==> src/rtl/tdl_pkg.sv <==
`timescale 1ns/1ps
package tdl_pkg;
    typedef enum logic [1:0] {
        ST_IDLE        = 2'd0,
        ST_ADDR_SETTLE = 2'd1,
        ST_DIS_SETTLE  = 2'd2
    } settle_state_t;
endpackage

==> src/rtl/tdl_line.sv <==
`timescale 1ns/1ps
module tdl_line #(
    parameter int BASE_CYC = 2,
    parameter int STEP_CYC = 1,
    parameter int ADDR_W   = 7
) (
    input  logic              clk_i,
    input  logic              rst_i,
    input  logic              din_i,
    input  logic [ADDR_W-1:0] addr_i,
    output logic              tap_o,
    output logic              busy_o
);
    localparam int NSEL  = 2 ** ADDR_W;
    localparam int LEN   = BASE_CYC + (NSEL - 1) * STEP_CYC;
    localparam int IDX_W = $clog2(LEN);

    logic [LEN-1:0]   stage_q;
    logic [IDX_W-1:0] tap_idx;

    // stage 0 holds the newest sample; everything clears on reset
    always_ff @(posedge clk_i) begin
        if (rst_i) begin
            stage_q <= '0;
        end else begin
            stage_q <= {stage_q[LEN-2:0], din_i};
        end
    end

    // live select, no capture; index grows with the select
    assign tap_idx = IDX_W'(BASE_CYC - 1 + int'(addr_i) * STEP_CYC);
    assign tap_o   = stage_q[tap_idx];
    assign busy_o  = |stage_q;
endmodule

==> src/rtl/tdl_settle.sv <==
`timescale 1ns/1ps
module tdl_settle
    import tdl_pkg::*;
#(
    parameter int STEP_CYC = 1,
    parameter int ADDR_W   = 7
) (
    input  logic              clk_i,
    input  logic              rst_i,
    input  logic              din_i,
    input  logic [ADDR_W-1:0] addr_i,
    input  logic              oe_n_i,
    input  logic              line_busy_i,
    output logic              settling_o
);
    localparam int MAXW  = (2 ** ADDR_W - 1) * STEP_CYC;
    localparam int CNT_W = $clog2(MAXW + 1);

    settle_state_t     state_q, state_d;
    logic [CNT_W-1:0]  cnt_q, cnt_d, run_nxt, delta, need;
    logic [ADDR_W-1:0] addr_q;
    logic              oe_n_q;
    logic              inc, dis_trig, clear_ok;

    assign inc      = addr_i > addr_q;
    assign delta    = CNT_W'((int'(addr_i) - int'(addr_q)) * STEP_CYC);
    assign need     = CNT_W'(int'(addr_i) * STEP_CYC);
    assign dis_trig = oe_n_i & ~oe_n_q & (din_i | line_busy_i);
    assign clear_ok = oe_n_i & ~din_i;
    assign run_nxt  = !clear_ok ? '0 :
                      (cnt_q == CNT_W'(MAXW)) ? cnt_q : cnt_q + 1'b1;

    always_comb begin
        state_d = state_q;
        cnt_d   = cnt_q;
        if (dis_trig && need != '0) begin
            state_d = ST_DIS_SETTLE;
            cnt_d   = '0;
        end else begin
            unique case (state_q)
                ST_IDLE: begin
                    if (inc) begin
                        state_d = ST_ADDR_SETTLE;
                        cnt_d   = delta;
                    end
                end
                ST_ADDR_SETTLE: begin
                    if (inc) begin
                        cnt_d = delta;
                    end else if (cnt_q == CNT_W'(1)) begin
                        state_d = ST_IDLE;
                        cnt_d   = '0;
                    end else begin
                        cnt_d = cnt_q - 1'b1;
                    end
                end
                ST_DIS_SETTLE: begin
                    cnt_d = run_nxt;
                    if (run_nxt >= need && !inc) begin
                        state_d = ST_IDLE;
                        cnt_d   = '0;
                    end
                end
                default: begin
                    state_d = ST_IDLE;
                    cnt_d   = '0;
                end
            endcase
        end
    end

    always_ff @(posedge clk_i) begin
        if (rst_i) begin
            state_q <= ST_IDLE;
            cnt_q   <= '0;
            addr_q  <= addr_i;
            oe_n_q  <= 1'b1;
        end else begin
            state_q <= state_d;
            cnt_q   <= cnt_d;
            addr_q  <= addr_i;
            oe_n_q  <= oe_n_i;
        end
    end

    always_comb begin
        settling_o = (state_q != ST_IDLE);
    end


    inc_flag_chk: assert property (@(posedge clk_i) disable iff (rst_i)
        inc |=> settling_o);

    addr_cnt_chk: assert property (@(posedge clk_i) disable iff (rst_i)
        (state_q == ST_ADDR_SETTLE) |-> (cnt_q != '0));

    dis_hold_chk: assert property (@(posedge clk_i) disable iff (rst_i)
        (state_q == ST_DIS_SETTLE && !oe_n_i && addr_i != '0) |=> settling_o);

    idle_dis_chk: assert property (@(posedge clk_i) disable iff (rst_i)
        (state_q == ST_IDLE && oe_n_i && !oe_n_q && !din_i && !line_busy_i && !inc)
        |=> !settling_o);
endmodule

==> src/rtl/tapdelay_prog.sv <==
`timescale 1ns/1ps
module tapdelay_prog #(
    parameter int BASE_CYC = 2,
    parameter int STEP_CYC = 1,
    parameter int ADDR_W   = 7
) (
    input  logic              clk_i,
    input  logic              rst_i,
    input  logic              din_i,
    input  logic [ADDR_W-1:0] addr_i,
    input  logic              oe_n_i,
    output logic              q_o,
    output logic              qn_o,
    output logic              settling_o
);
    logic tap, busy;

    tdl_line #(.BASE_CYC(BASE_CYC), .STEP_CYC(STEP_CYC), .ADDR_W(ADDR_W)) u_line (
        .clk_i (clk_i),
        .rst_i (rst_i),
        .din_i (din_i),
        .addr_i(addr_i),
        .tap_o (tap),
        .busy_o(busy)
    );

    tdl_settle #(.STEP_CYC(STEP_CYC), .ADDR_W(ADDR_W)) u_settle (
        .clk_i      (clk_i),
        .rst_i      (rst_i),
        .din_i      (din_i),
        .addr_i     (addr_i),
        .oe_n_i     (oe_n_i),
        .line_busy_i(busy),
        .settling_o (settling_o)
    );

    assign q_o  = tap & ~oe_n_i & ~rst_i;
    assign qn_o = ~q_o;


    compl_chk: assert property (@(posedge clk_i) disable iff (rst_i)
        q_o != qn_o);

    clamp_chk: assert property (@(posedge clk_i) disable iff (rst_i)
        oe_n_i |-> (!q_o && qn_o));

    rst_out_chk: assert property (@(posedge clk_i)
        rst_i |=> !settling_o);
endmodule

==> config.mk <==
export PLATFORM = sky130hd
export DESIGN_NAME = tapdelay_prog
export DESIGN_NICKNAME = d
export VERILOG_FILES = /design/src/rtl/tdl_pkg.sv /design/src/rtl/tdl_line.sv /design/src/rtl/tdl_settle.sv /design/src/rtl/tapdelay_prog.sv
export SDC_FILE = /design/constraint.sdc
export NUM_CORES = 1
export LEC_CHECK = 0
export BUFFER_PORTS_ARGS = -buffer_cell sky130_fd_sc_hd__clkbuf_2
export CORE_MARGIN = 2
export CORE_UTILIZATION = 62
export CTS_CLUSTER_DIAMETER = 120
export DETAILED_ROUTE_END_ITERATION = 16
export PLACE_DENSITY = 0.77
export RECOVER_POWER = 25
export SLEW_MARGIN = 10
export SYNTH_ARGS = -nofsm -noshare
export SYNTH_HDL_FRONTEND = slang
export SYNTH_SLANG_ARGS = --single-unit
export TNS_END_PERCENT = 1
==> constraint.sdc <==
create_clock -name clk_i -period 3.6 [get_ports clk_i]
set_clock_uncertainty 0.05 [all_clocks]
set_input_delay 0.18 -clock clk_i [delete_from_list [all_inputs] [get_ports clk_i]]
set_output_delay 0.18 -clock clk_i [all_outputs]
set_load 0.1 [all_outputs]
==> impl_metrics.py <==
metrics = {
    "status": {
        "status": "complete, no violations",
    },
    "worst_setup_path": {
        "path_max_fanout": 11,
        "crit_chain": "dlygate4sd3_1 -> clkbuf_2 -> nand3_1 -> xnor2_2 -> buf_4 -> mux2i_1 -> a32oi_1 -> a31oi_1 -> nor2_1 -> nand4_1 -> o31a_1 -> buf_12",
        "cp_top_family": "buffers and inverters",
        "setup.worst_path.start": "addr_i[2]",
        "path_buf_inv": 4,
        "reg2reg_from": "u_settle.cnt_q[1]",
        "slowest_stage": "dlygate4sd3_1",
        "worstPathArrival_ps": 3120,
        "critical_path_class": "in2out",
        "cp-start-kind": "primary input",
        "max_stage_delay_ps": 520,
        "worst_setup_path_end_kind": "primary output",
        "cp.required_ps": 3370,
    },
    "routing": {
        "drt-total-wl_um": 14200,
        "dr_total_vias": 4660,
        "ant_nets": 0,
        "routed_via_density": 6.01,
        "drt_iter0_markers": 332,
        "route.detailed.drc": 0,
        "wire_per_inst_um": 18.3,
        "drtPass1Iterations": 5,
    },
    "floorplanning": {
        "core_region_area_um2": 9860,
        "rows": 36,
        "fp.dieH_um": 105,
        "fp.dieW_um": 105,
        "die-area_um2": 11100,
        "ios": 14,
        "start_util_pct": 64.3,
    },
    "timing": {
        "max_freq_ghz": 0.298,
        "setup_viol": 0,
        "final-max-slew-violation-count": 0,
        "rsz0062_at_grt": "no",
        "min_period_over_period_pct": 93.1,
        "period_minus_slack_ps": 3350,
        "hold_viol_final": 0,
        "slew_headroom_pct": 53.8,
        "tns_ps": 0,
        "worst_pin_slew_ps": 687,
    },
    "worst_hold_path": {
        "min-delay-path-class": "in2reg",
        "min_from": "rst_i",
    },
    "final_layout": {
        "n_fill_cell": 711,
        "diodes": 0,
        "final_cell_area_um2": 7200,
        "area_growth_pct": 13.5,
        "final_common_cell": "dfxtp_1",
        "drive_gt1_share_pct": 13.1,
        "nNetsFinal": 661,
        "final_cell_mix": "146 x dfxtp_1, 135 x nor2b_1, 36 x nand2_1, 34 x nor4_1, 33 x mux4_2",
    },
    "synth": {
        "synthArstFlopShare_pct": 0,
        "synth.largest_area_cell": "dfxtp_1",
        "synthDistinctLibCells": 47,
        "synth-seq-cells": 146,
        "avgSynthCellArea_um2": 10.3,
        "syn_inst": 615,
        "syn_area_um2": 6340,
        "syn_nets": 646,
        "synth_edf_count": 0,
        "synth_area_leaders": "dfxtp_1 46%, nor2b_1 13%, mux4_2 12%",
        "synth-main-ff-cell": "dfxtp_1",
        "synth-warning-count": 0,
        "synth_top_area_share_pct": 46.1,
        "ys_seq_area_share_pct": 46.1,
    },
    "power": {
        "max-vdd-ir-drop_v": 0.000422,
        "p_sw_share_pct": 25.0,
        "power_density_nw_per_um2": 532,
        "pwr-share-seq_pct": 43.6,
        "clkPwrFrac_pct": 45.9,
        "power.net_switching_uw": 957,
        "intPower_uw": 2870,
        "p_comb_share_pct": 10.5,
        "p_leak_uw": 0.00282,
    },
    "run": {
        "cap_viol_max_count": 0,
    },
    "placement": {
        "place_congestion": 0.882,
        "dp_hpwl_um": 9510,
        "placed_area_um2": 6530,
        "port_buffers": 13,
    },
    "grt": {
        "grt_antenna_before_repair": 0,
        "grt_first_pass_wirelength_um": 23400,
        "grt_max_degree": 72,
        "overflow": 0,
        "grt_pass1_vias": 4685,
        "grt_use_total_pct": 27.4,
    },
    "clock_network": {
        "clock_path_buffers": 2,
        "h-tree-depth": 4,
        "cts-root-buf": "clkbuf_8",
        "numCtsBuffers": 17,
        "clock_latency_ps": 530,
        "post_cts_buffers": 0,
        "cts.sinks": 146,
        "cts_tree": "done",
        "clkTransAtPathRegs_ps": 60,
    },
}
-- synth_stat cells (all sizes together), types with 2 or more instances --
cell type and instances:
dfxtp 146, nor2b 135, nand2 36, nor4 34
mux4 33, a21oi 22, inv 22, nand3 21
clkbuf 20, nor2 20, ha 19, buf 12
nand4 11, xnor2 10, mux2i 8, nor3 8
nand2b 7, o21ai 7, a21o 6, a32oi 4
a21boi 3, a31oi 3, xor2 3, and3 2
o211ai 2, o31ai 2, or2 2, or4 2
-- what timing repair did --
item | in CTS | in global routing
setup endpoints to repair | 0 | 2
hold endpoints to repair | 9 | 0
hold buffers | 8 | 0
resized for setup | 0 | 1
-- routing by layer --
| layer | wire length (um) | vias up | part of all wire (%) | track usage, % |
|---|---|---|---|---|
| li1 | - | 2190 | - | - |
| met4 | 316 | 0 | 2.2 | 10.5 |
| met5 | 0 | - | 0 | 0 |
| met1 | 6230 | 2282 | 44 | 35.5 |
| met3 | 787 | 32 | 5.6 | 7.24 |
| met2 | 6840 | 156 | 48 | 43.9 |
-- sequential cells by signal, summed over array words and instances (netlist names) --
register          cells
u_settle.state_q      2
u_line.stage_q      129
u_settle.cnt_q        7
u_settle.oe_n_q       1
u_settle.addr_q       7
-- through the flow --
| step | std cells | setup slack, ps | power [uW] | hold slack (ps) | utilization, % |
|---|---|---|---|---|---|
| after floorplan | 615 | 34.7 | 2000 | 158 | - |
| after global placement | 736 | 421 | 2080 | 330 | 66.2 |
| after detailed placement | 736 | 353 | 2090 | 342 | 66.2 |
| after CTS | 776 | 256 | 3850 | 67.0 | 73.0 |
| after global routing | 776 | 64.9 | 3970 | 95.5 | 73.0 |
| final | 776 | 248 | 3830 | 86.0 | 73.0 |
-- layout make-up --
cell class              count  area [um2]  area share (%)
multi-input cells         415        3200            44.4
flip-flops and latches    146        2920            40.6
clock buffers              20         435            6.05
repair buffers             28         236            3.29
well taps                 133         166            2.31
clock inverters            12         156            2.17
inverters                  22        82.6            1.15
-- final timing paths --
path,end,slack [ps],cells past startpoint
min,u_line.stage_q[1],90,2
max reg2reg,u_settle.cnt_q[0],420,15
max,qn_o,250,12
min reg2reg,u_line.stage_q[20],430,1
-- cells by family (layout without fill, tap and decap cells) --
logic type | after synthesis | count (layout) | share of synthesized area [%]
and+or+nand+nor | 283 | 283 | 25.3
DFF | 146 | 146 | 46.1
AOI/OAI and AO/OA | 58 | 58 | 6.12
buffers and inverters | 54 | 82 | 3.59
muxes | 41 | 41 | 13.0
adders and majority gates | 20 | 20 | 4.06
xor gates and xnor gates | 13 | 13 | 1.91
-- power groups by stage --
stage	clock [uW]	sequential [uW]	combinational, uW
after floorplan	0	1680	313
after global placement	0	1700	376
after detailed placement	0	1700	387
after CTS	1780	1670	397
after global routing	1850	1670	440
final	1760	1670	401
(Power assumes the default switching activity.)
